$ cat config.mk
export PLATFORM = sky130hd
export DESIGN_NAME = sysctr_scaled
export DESIGN_NICKNAME = d
export VERILOG_FILES = /design/src/rtl/sysctr_pkg.sv /design/src/rtl/sysctr_step_bank.sv /design/src/rtl/sysctr_gate.sv /design/src/rtl/sysctr_accum.sv /design/src/rtl/sysctr_scaled.sv
export SDC_FILE = /design/constraint.sdc
export NUM_CORES = 1
export LEC_CHECK = 0
export ABC_AREA = 1
export ABC_CLOCK_PERIOD_IN_PS = 5510
export CORE_MARGIN = 2
export CORE_UTILIZATION = 44
export DETAILED_ROUTE_END_ITERATION = 8
export DONT_BUFFER_PORTS = 1
export PLACE_DENSITY = 0.61
export SETUP_SLACK_MARGIN = 0.3
export SLEW_MARGIN = 25
export SYNTH_ARGS = -nofsm -noshare
export SYNTH_HDL_FRONTEND = slang
export SYNTH_SLANG_ARGS = --single-unit
$ cat constraint.sdc
create_clock -name clk -period 5.51 [get_ports clk]
set_input_delay 1.102 -clock clk [delete_from_list [all_inputs] [get_ports clk]]
set_output_delay 1.102 -clock clk [all_outputs]
set_load 0.02 [all_outputs]
$ cat src/rtl/sysctr_pkg.sv
package sysctr_pkg;
  typedef enum logic [1:0] {
    SEL_BAD_LO = 2'd0,
    SEL_SRC0   = 2'd1,
    SEL_SRC1   = 2'd2,
    SEL_BAD_HI = 2'd3
  } clk_sel_e;

  // Valid source codes are only 1 and 2
  function automatic logic sel_is_valid(input logic [1:0] code);
    return (code == SEL_SRC0) || (code == SEL_SRC1);
  endfunction
endpackage

$ cat src/rtl/sysctr_step_bank.sv
module sysctr_step_bank
  import sysctr_pkg::*;
#(
  parameter int          STEP_W = 32,
  parameter int          N_SRC  = 2,
  parameter logic [31:0] RST0   = 32'h0100_0000,
  parameter logic [31:0] RST1   = 32'h0200_0000
) (
  input  logic              clk,
  input  logic              rst_n,
  input  logic              we_i,
  input  logic              widx_i,
  input  logic [STEP_W-1:0] wdata_i,
  input  logic [1:0]        sel_i,
  output logic [STEP_W-1:0] step_o,
  output logic              sel_ok_o
);
  logic [STEP_W-1:0] step_q [N_SRC];

  for (genvar g = 0; g < N_SRC; g++) begin : g_reg
    localparam logic [STEP_W-1:0] RST_V = (g == 0) ? RST0[STEP_W-1:0] : RST1[STEP_W-1:0];
    always_ff @(posedge clk or negedge rst_n) begin
      if (!rst_n)                                 step_q[g] <= RST_V;
      else if (we_i && (int'(widx_i) == g))       step_q[g] <= wdata_i;
    end
  end

  clk_sel_e sel;
  assign sel      = clk_sel_e'(sel_i);
  assign sel_ok_o = sel_is_valid(sel_i);

  always_comb begin
    unique case (sel)
      SEL_SRC1: step_o = step_q[1];
      SEL_SRC0: step_o = step_q[0];
      default:  step_o = '0;
    endcase
  end
endmodule

$ cat src/rtl/sysctr_gate.sv
module sysctr_gate (
  input  logic tick_i,
  input  logic run_en_i,
  input  logic halt_dbg_en_i,
  input  logic dbg_halt_i,
  input  logic sel_ok_i,
  output logic halted_o,
  output logic advance_o
);
  assign halted_o  = halt_dbg_en_i && dbg_halt_i;
  assign advance_o = tick_i && run_en_i && !halted_o && sel_ok_i;
endmodule

$ cat src/rtl/sysctr_accum.sv
module sysctr_accum #(
  parameter int CNT_W  = 64,
  parameter int FRAC_W = 24,
  parameter int INT_W  = 8
) (
  input  logic                    clk,
  input  logic                    rst_n,
  input  logic                    load_i,
  input  logic [CNT_W-1:0]        load_val_i,
  input  logic                    advance_i,
  input  logic                    scale_en_i,
  input  logic [INT_W+FRAC_W-1:0] step_i,
  output logic [CNT_W-1:0]        count_o
);
  localparam int ACC_W  = CNT_W + FRAC_W;
  localparam int STEP_W = INT_W + FRAC_W;
  localparam logic [STEP_W-1:0] UNIT = STEP_W'(1) << FRAC_W;

  // {count, fraction}; the fraction carry flows into the count by the add
  logic [ACC_W-1:0]  acc_q;
  logic [STEP_W-1:0] inc;

  function automatic logic [ACC_W-1:0] acc_add(input logic [ACC_W-1:0] a,
                                               input logic [STEP_W-1:0] s);
    return a + {{(ACC_W-STEP_W){1'b0}}, s};
  endfunction

  assign inc = scale_en_i ? step_i : UNIT;

  always_ff @(posedge clk or negedge rst_n) begin
    if (!rst_n)         acc_q <= '0;
    else if (load_i)    acc_q <= {load_val_i, {FRAC_W{1'b0}}};
    else if (advance_i) acc_q <= acc_add(acc_q, inc);
  end

  assign count_o = acc_q[ACC_W-1:FRAC_W];
endmodule

$ cat src/rtl/sysctr_scaled.sv
module sysctr_scaled #(
  parameter int          CNT_W  = 64,
  parameter int          FRAC_W = 24,
  parameter int          INT_W  = 8,
  parameter logic [31:0] RST0   = 32'h0100_0000,
  parameter logic [31:0] RST1   = 32'h0200_0000
) (
  input  logic                    clk,
  input  logic                    rst_n,
  input  logic                    tick_i,
  input  logic                    run_en_i,
  input  logic                    scale_en_i,
  input  logic                    halt_dbg_en_i,
  input  logic                    dbg_halt_i,
  input  logic [1:0]              clk_sel_i,
  input  logic                    step_we_i,
  input  logic                    step_widx_i,
  input  logic [INT_W+FRAC_W-1:0] step_wdata_i,
  input  logic                    load_i,
  input  logic [CNT_W-1:0]        load_val_i,
  output logic [CNT_W-1:0]        count_o,
  output logic                    halted_o
);
  localparam int STEP_W = INT_W + FRAC_W;

  logic [STEP_W-1:0] step_w;
  logic              sel_ok_w;
  logic              advance_w;
  logic              halted_w;

  sysctr_step_bank #(.STEP_W(STEP_W), .N_SRC(2), .RST0(RST0), .RST1(RST1)) u_bank (
    .clk(clk), .rst_n(rst_n), .we_i(step_we_i), .widx_i(step_widx_i),
    .wdata_i(step_wdata_i), .sel_i(clk_sel_i), .step_o(step_w), .sel_ok_o(sel_ok_w)
  );

  sysctr_gate u_gate (
    .tick_i(tick_i), .run_en_i(run_en_i), .halt_dbg_en_i(halt_dbg_en_i),
    .dbg_halt_i(dbg_halt_i), .sel_ok_i(sel_ok_w), .halted_o(halted_w),
    .advance_o(advance_w)
  );

  sysctr_accum #(.CNT_W(CNT_W), .FRAC_W(FRAC_W), .INT_W(INT_W)) u_acc (
    .clk(clk), .rst_n(rst_n), .load_i(load_i), .load_val_i(load_val_i),
    .advance_i(advance_w), .scale_en_i(scale_en_i), .step_i(step_w), .count_o(count_o)
  );

  assign halted_o = halted_w;
endmodule

* After elaboration in Yosys (flattened, before gate mapping)
Cells that the tools add are included.
** Storage, ports and cells
- Bits of input ports :: 108
- Word-level logic and storage cells :: 20
- Output and inout bits :: 65
- Flip-flop bits (word level) :: 152
** Cells by class
- $add $sub $neg :: 1
- Equality and inequality tests :: 2
- Bitwise logic cells :: 1
- Reduce and logical (&&, ||, !) cells :: 9
- Mux-type cells :: 4
** Operators with widths (count)
- 2-to-1 mux 88 bit :: 2
- adder 88 x 32 -> 88 bit :: 1
- case mux 32 bit (2 select lines) :: 1
- 2-to-1 mux 32 bit :: 1
- logical AND 1 bit :: 6
- equality test 2 x 1 -> 1 bit (second input constant) :: 1
- equality test 2 bit (second input constant) :: 1
- nonzero test 2 bit :: 1
- zero test 1 bit :: 1
- logical OR 1 bit :: 1
- NOT 1 bit :: 1

* Longest topological paths before layout
Gate-level depths: netlist (run 1).
- Depth in word-level cells :: 6
- Gate-level depth with buffers :: 23

* By module
From an unflattened synthesis (run 1), not the netlist that was laid out.
** Unflattened totals
- Cell total of the unflattened synthesis :: 2231
- Area, all modules :: 13198.9 sq um
** By module, submodules not included
- sysctr_accum :: area an instance 10029.6 sq um, cells an instance 1837, instances 1, seq. area each 2202.1 sq um
- sysctr_step_bank :: area an instance 3150.5 sq um, cells an instance 390, instances 1, seq. area each 1604.0 sq um
- sysctr_gate :: area an instance 18.8 sq um, cells an instance 4, instances 1, seq. area each 0.0 sq um

* Least setup slack after synthesis (run 1)
OpenSTA, ideal clock, no wires.
- Path kind :: in2reg
- Start :: input clk_sel_i[0]
- End :: register u_acc.acc_q[64]
- Arrival time :: 3460 ps
- Slack :: 1933 ps
- Library setup time :: 116 ps
- Stages :: 23
- Cells stage by stage :: inv_1 > ha_1 > inv_1 > nand2_1 > clkbuf_1 > a21oi_1 > ha_1 > inv_1 > fa_1 > inv_1 > nand2_1 > nand2_1 > nand3_1 > nand2_1 > nand2_1 > nand3_1 > nand2_1 > nand2_1 > nand2_1 > nand2_1 > nand3_1 > nand2_1 > nand2_1
** On the way
- Cells in the longest elaborated chain, start to end :: 6
** RTL lines
- start: declaration :: line sysctr_scaled.sv:15 : input logic [1:0] clk_sel_i,
- equality test 2 x 1 -> 1 bit / equality test 2 bit (equally long branches) :: line sysctr_pkg.sv:11, sysctr_step_bank.sv:33
- case mux 32 bit (2 select lines) :: line sysctr_step_bank.sv:33 : unique case (sel)
- 2-to-1 mux 32 bit :: line sysctr_accum.sv:28 : assign inc = scale_en_i ? step_i : UNIT;
- adder 88 x 32 -> 88 bit :: line sysctr_accum.sv:25 : return a + {{(ACC_W-STEP_W){1'b0}}, s};
- 2-to-1 mux 88 bit :: line sysctr_accum.sv:33 : else if (advance_i) acc_q <= acc_add(acc_q, inc);
- 2-to-1 mux 88 bit :: line sysctr_accum.sv:32 : else if (load_i) acc_q <= {load_val_i, {FRAC_W{1'b0}}};
- end signal: assignment :: line sysctr_accum.sv:32
- end signal: assignment :: line sysctr_accum.sv:33
- end: declaration :: line sysctr_accum.sv:20 : logic [ACC_W-1:0] acc_q;
Several ways; a longest one is shown, not always the timed one. The select of a mux whose other input is x is not followed.
A chain may end at the register's enable or synchronous reset.

* Worst setup path in the final report (run 1)
- Start :: input clk_sel_i[0]
- End :: register u_acc.acc_q[54]
Same word-level chain as after synthesis.

==> summary.txt, run 1 <==
Outcome
  – Run status: finished, final reports clean

Clock tree
  – Post-CTS setup buffer count: 0
  – Root buf cell: clkbuf_16
  – Clock sink total: 152
  – Clock Path Buffers: 2
  – CTS tree: built
  – Clk_lat worst skew: 0.46 ns
  – CTS Buf Count: 17
  – Post_cts resized: 0
  – Post-CTS Hold Buffers: 0
  – Htree depth: 4
  – Reg clk slew, reported paths: 0.07 ns

Die
  – Starting Density: 44.9%
  – Top-Level Pins: 173
  – Die Area: 29900 um^2
  – Row count: 61
  – Core ar.: 27900 um^2
  – Die W: 173 um
  – DIE HEIGHT: 173 um

Timing
  – Final Hold Slack: 0.344 ns
  – Fmax: 0.247 GHz
  – Slew Limit Fails: 0
  – Clock Skews: 0.0117 ns
  – Final setup viols: 0
  – Final TNS setup: 0 ns
  – Hold Vio Cnt, Final: 0
  – Worst setup margin: 1.46 ns
  – Unrepaired setup endpoints after global routing: false
  – Crit share post-route: 73.5%
  – Slew of the pin with the lowest slew margin: 0.979 ns
  – Slew Limit Headroom: 34.1%
  – Crit path time final: 4.05 ns

Detailed routing
  – Initial drt markers: 1459
  – DRC viols: 0
  – Pre-antenna DRT Iters: 6
  – Routed vias/inst: 5.27
  – Detail Route Antenna Nets: 0
  – Vias: 12700
  – Routed WL: 46300 um
  – Routed WL per cell: 19.2 um

Worst setup path
  – Worst path required time: 5.84 ns
  – CP endpoint kind: register
  – Max Fanout on Critical Path: 18
  – RR Startpoint: u_bank.step_q[24]$_DFFE_PN0P_
  – Worst Setup SP: clk_sel_i[0]
  – Crit start category: input port
  – Crit Path Class: input port to register
  – Arrival time at the worst endpoint: 4.37 ns

Global route
  – First-pass GRT wire length: 71100 um
  – Grt total ovfl: 0
  – Vias in the first global route: 12000
  – Initial antenna violation count: 0
  – Largest net degree at the start of global routing: 153
  – GRT Util Overall: 31.2%

Synthesis
  – Yosys top cell by area: dfrtp_1
  – Most common cell in the netlist: nand2_1
  – Post-synth top flop: dfrtp_1
  – Post-synthesis register bit count: 152
  – Post-synth top area share: 29.9%
  – Syn Area/Cell: 5.96 um^2
  – Syn Nets: 2248
  – Post-synth top cells: nand2_1, inv_1, nor2_1, nand3_1, dfrtp_1
  – Synthesized area: 12500 um^2
  – Distinct cells, synth: 34
  – Register area share after synthesis: 30.3%
  – Synth warn: 0
  – EDFF count, synth: 0
  – Post-synthesis async set-or-reset flop share: 100%
  – Synth area leaders: dfrtp_1, nand2_1, inv_1, nor2_1, nand3_1
  – Post-synthesis cell count: 2105

Finish
  – Area delta synth->final: 3.69%
  – Inserted Diodes: 0
  – Nets: 2159
  – Area taken by flip-flops and latches: 3810 um^2
  – Multi-input logic area: 6910 um^2
  – Fillers: 3138
  – Layout cells sized above 1: 4.09%

Placed design
  – GP Congestion: 1.04
  – Port-buffer cells: 0
  – DPL Wire Length: 36600 um
  – Dpl ws: 1.07 ns

Hold path
  – Tightest Hold Check Type: input port to asynchronous set/reset pin

Pwr
  – Max VDD drop: 0.203 mV
  – Leak: 7.06 nW
  – Pwr dens: 247 nW/um^2

Flow run
  – # Max-Cap Violations: 0
## layout by cell type (no fill, tap or decap), types with 2 or more instances in the layout
| master | Yosys | routed |
|---|---|---|
| xnor2_1 | 4 | 4 |
| inv_2 | 5 | 5 |
| clkinvlp_4 | 0 | 2 |
| a21oi_1 | 54 | 54 |
| dfrtp_1 | 150 | 150 |
| xor2_1 | 9 | 9 |
| dfstp_2 | 2 | 2 |
| nand4_2 | 2 | 2 |
| buf_4 | 65 | 7 |
| nor3_2 | 2 | 2 |
| clkbuf_16 | 0 | 17 |
| nand3b_1 | 10 | 10 |
| a22o_1 | 3 | 3 |
| o31ai_1 | 3 | 3 |
| nand3_1 | 152 | 152 |
| inv_8 | 0 | 3 |
| nand2_1 | 828 | 826 |
| nor4_1 | 8 | 7 |
| o21ai_0 | 116 | 116 |
| inv_1 | 306 | 305 |
| and2_1 | 3 | 3 |
| nand3_2 | 10 | 10 |
| nand4_1 | 43 | 43 |
| nand2_4 | 0 | 2 |
| nor3_1 | 13 | 13 |
| nand2_2 | 4 | 4 |
| ha_1 | 34 | 34 |
| o211ai_1 | 3 | 3 |
| nor2_1 | 207 | 207 |
| inv_6 | 0 | 6 |
| nor2_2 | 14 | 14 |
## area by class of cell
| class | count | share of cell area [%] |
|---|---|---|
| Multi-Input combinational cell | 1527 | 53.1 |
| Sequential cell | 152 | 29.3 |
| Inverter | 311 | 8.98 |
| Tap cell | 378 | 3.64 |
| Clock buffer | 18 | 3.38 |
| Clock inverter | 14 | 1.20 |
| Timing Repair Buffer | 7 | 0.404 |
## final timing paths
check	slack (ns)	depth (start not counted)	end
max	1.46	20	u_acc.acc_q[54]$_DFFE_PN0P_
min	0.34	0	u_bank.step_q[38]$_DFFE_PN0P_
max reg2reg	2.53	17	u_acc.acc_q[62]$_DFFE_PN0P_
min reg2reg	0.49	2	u_bank.step_q[28]$_DFFE_PN0P_
max in group asynchronous	4.91	0	u_bank.step_q[25]$_DFFE_PN1P_
min in group clk	0.49	2	u_bank.step_q[28]$_DFFE_PN0P_
## registers in the layout, summed over array words and instances, names as in the netlist
register,cells
u_acc.acc_q,88
u_bank.step_q,64
## kinds of logic after synthesis
family | after synthesis | synth area share [%]
xor+xnor | 13 | 0.907
flops | 152 | 30.3
simple gates | 1296 | 42.9
fa+ha+maj | 35 | 3.55
buf+inv | 426 | 14.7
compound gates | 183 | 7.59
## where the power goes
| part | total (mW) | switching [mW] | leakage [nW] | internal (mW) |
|---|---|---|---|---|
| combinational | 0.463 | 0.307 | 4.86 | 0.156 |
| clock | 1.23 | 0.572 | 0.287 | 0.656 |
| sequential | 1.52 | 0.281 | 1.91 | 1.24 |
| total | 3.21 | 1.16 | 7.06 | 2.05 |
## layer usage
layer	wire length, um	GRT usage, %	up-vias
li1	-	-	6312
met5	94	2.24	-
met3	4470	9.67	33
met1	22100	45.2	5894
met2	18900	45.6	446
met4	639	6.18	2
## critical path, cell delays in order
cell	delay [ns]
inv_1	0.03
ha_1	0.56
buf_4	0.34
nand2_1	0.07
a21oi_1	0.19
ha_1	0.34
nand2_1	0.18
inv_1	0.05
nand2_1	0.06
nand2_1	0.09
inv_1	0.07
nand2_1	0.14
inv_1	0.09
nand3_1	0.35
nand2_1	0.33
nand2_1	0.09
nand2_1	0.06
nand3_1	0.06
nand2_1	0.08
o21ai_0	0.07
## per-stage QoR
| stage | utilization (%) | instance area [um^2] | std cells | power [mW] |
|---|---|---|---|---|
| after global routing | 46.6 | 13000 | 2407 | 3.37 |
| final | 46.6 | 13000 | 2407 | 3.21 |
| after CTS | 46.5 | 13000 | 2407 | 3.22 |
| after floorplan | - | 12500 | 2105 | 1.90 |
| after detailed placement | 44.4 | 12400 | 2375 | 1.99 |
| after global placement | 44.4 | 12400 | 2375 | 1.99 |
Note: power is estimated with default switching activity, not from simulation.
==> run 2: changes to the inputs <==
ABC_CLOCK_PERIOD_IN_PS = 3660   (was 5510)
PLACE_DENSITY = 0.63   (was 0.61)
clock period = 3.66 ns   (was 5.51 ns; I/O delays follow)
==> summary.txt, run 2 (synthesized netlist as in run 1, its figures left out) <==
Placed design
  – GP Congestion: 0.985
  – DPL Wire Length: 35300 um
  – Placed cells: 2417
  – Port-buffer cells: 0
  – Dpl ws: 0.0303 ns

Global route
  – Grt total ovfl: 0
  – GRT Util Overall: 30.1%
  – First-pass GRT wire length: 68600 um
  – Largest net degree at the start of global routing: 153
  – Vias in the first global route: 11600
  – Initial antenna violation count: 0

Worst setup path
  – R2R Path End: u_acc.acc_q[62]$_DFFE_PN0P_
  – Max Fanout on Critical Path: 18
  – Crit Path Class: input port to register
  – Crit start category: input port
  – CP endpoint kind: register
  – Worst Setup EP: u_acc.acc_q[70]$_DFFE_PN0P_
  – Worst Setup SP: clk_sel_i[0]
  – Setup slack, reg-to-reg: 0.90 ns
  – Arrival time at the worst endpoint: 3.53 ns
  – RR Startpoint: u_bank.step_q[0]$_DFFE_PN0P_
  – R2R depth: 17
  – Worst path required time: 4.02 ns

Pwr
  – Pwr dens: 367 nW/um^2
  – Leak: 7.30 nW
  – Max VDD drop: 0.314 mV
  – Power, Total: 4.91 mW

Detailed routing
  – Routed vias/inst: 5.19
  – Detail Route Antenna Nets: 0
  – Pre-antenna DRT Iters: 5
  – Vias: 12700
  – Routed WL per cell: 18.3 um
  – Routed WL: 44900 um
  – Initial drt markers: 1371
  – DRC viols: 0

Clock tree
  – Htree depth: 4
  – CTS Buf Count: 17
  – Clock sink total: 152
  – Root buf cell: clkbuf_16
  – CTS tree: built
  – Reg clk slew, reported paths: 0.08 ns
  – Clk_lat worst skew: 0.47 ns
  – Post-CTS setup buffer count: 0
  – Clock Path Buffers: 2

Timing
  – Clock Skews: 0.0110 ns
  – Unrepaired setup endpoints after global routing: true
  – Slew of the pin with the lowest slew margin: 0.704 ns
  – Fmax: 0.316 GHz
  – Final Hold Slack: -0.0373 ns
  – Slew Limit Headroom: 53.1%
  – Final TNS setup: 0 ns
  – Crit share post-route: 86.5%
  – Final setup viols: 0
  – Hold Vio Cnt, Final: 68
  – Worst setup margin: 0.495 ns
  – Slew Limit Fails: 0
  – Crit path time final: 3.17 ns

Finish
  – Cell Count, Final, Fillers Out: 2449
  – Inserted Diodes: 0
  – Most frequent cells in the layout: nand2_1, inv_1, nor2_1, nand3_1, dfrtp_1
  – Layout cells sized above 1: 6.13%
  – Largest register FFs: 88
  – Most common cell after layout, fill and taps aside: nand2_1
  – Largest regs: u_acc.acc_q (88), u_bank.step_q (64)
  – Area delta synth->final: 6.80%
  – Nets: 2201
  – Largest Register: u_acc.acc_q

Hold path
  – Tightest Hold Check Type: input port to asynchronous set/reset pin

Outcome
  – Failing checks: hold timing
  – Run status: finished with violations

Die
  – Top-Level Pins: 173
  – Starting Density: 44.9%
  – DIE HEIGHT: 173 um
  – Die W: 173 um
  – Core ar.: 27900 um^2
  – Die Area: 29900 um^2
  – Row count: 61

Flow run
  – # Max-Cap Violations: 0
-- run 2: what timing repair did --
action,in CTS,in global routing
hold endpoints to repair,150,150
setup endpoints to repair,0,8
gates resized for setup,0,4
-- run 2: worst min path at each step --
| stage | endpoint | cells past startpoint | slack [ns] | startpoint |
|---|---|---|---|---|
| after floorplan | u_acc.acc_q[0]$_DFFE_PN0P_ | 0 | 0.44 | rst_n |
| after global placement | u_bank.step_q[4]$_DFFE_PN0P_ | 0 | 0.44 | rst_n |
| after detailed placement | u_bank.step_q[36]$_DFFE_PN0P_ | 0 | 0.44 | rst_n |
| after CTS | u_bank.step_q[37]$_DFFE_PN0P_ | 0 | -0.06 | rst_n |
| after global routing | u_bank.step_q[4]$_DFFE_PN0P_ | 0 | -0.06 | rst_n |
| final | u_bank.step_q[36]$_DFFE_PN0P_ | 0 | -0.04 | rst_n |
-- run 2: area by class of cell --
class                           count  area [um^2]
Multi-Input combinational cell   1527         6920
Tap cell                          378          473
Clock inverter                     15          180
Clock buffer                       17          425
Sequential cell                   152         3810
Inverter                          311         1170
Timing Repair Buffer               49          430
Fill cell                        3043        14500
-- run 2: metrics by stage --
| stage | instance area [um^2] | hold WS (ns) | util [%] |
|---|---|---|---|
| 6_report | 13400 | -0.0373 | 48.0 |
| 5_1_grt | 13400 | -0.0558 | 48.0 |
| 4_1_cts | 13400 | -0.0566 | 47.9 |
| 3_5_place_dp | 12800 | 0.441 | 45.7 |
| 3_3_place_gp | 12800 | 0.441 | 45.7 |
| 2_1_floorplan | 12500 | 0.436 | - |
-- run 2: where the power goes --
group | switching (mW) | internal, mW
clock network | 0.865 | 1.03
logic | 0.467 | 0.255
registers | 0.427 | 1.87
total | 1.76 | 3.15
-- run 2: routing by layer --
layer  vias up  wire [um]  global-route usage (%)
met3        40       4360                    7.94
li1       6394          -                       -
met4         0        627                    6.99
met2       475      18100                    42.8
met1      5800      21800                    45.2
met5         -          0                       0
-- run 2: critical path: stages --
cell	delay, ns
inv_1	0.02
ha_1	0.26
inv_1	0.04
nand2_1	0.09
buf_4	0.26
a21oi_1	0.11
ha_1	0.37
nand2_1	0.13
nor2_2	0.23
nand2_1	0.11
inv_1	0.18
nand2_1	0.08
nand3_1	0.29
nand2_1	0.12
nand2_1	0.16
nand2_1	0.07
nand2_1	0.07
nand3_1	0.08
nand2_1	0.08
nand2_1	0.04
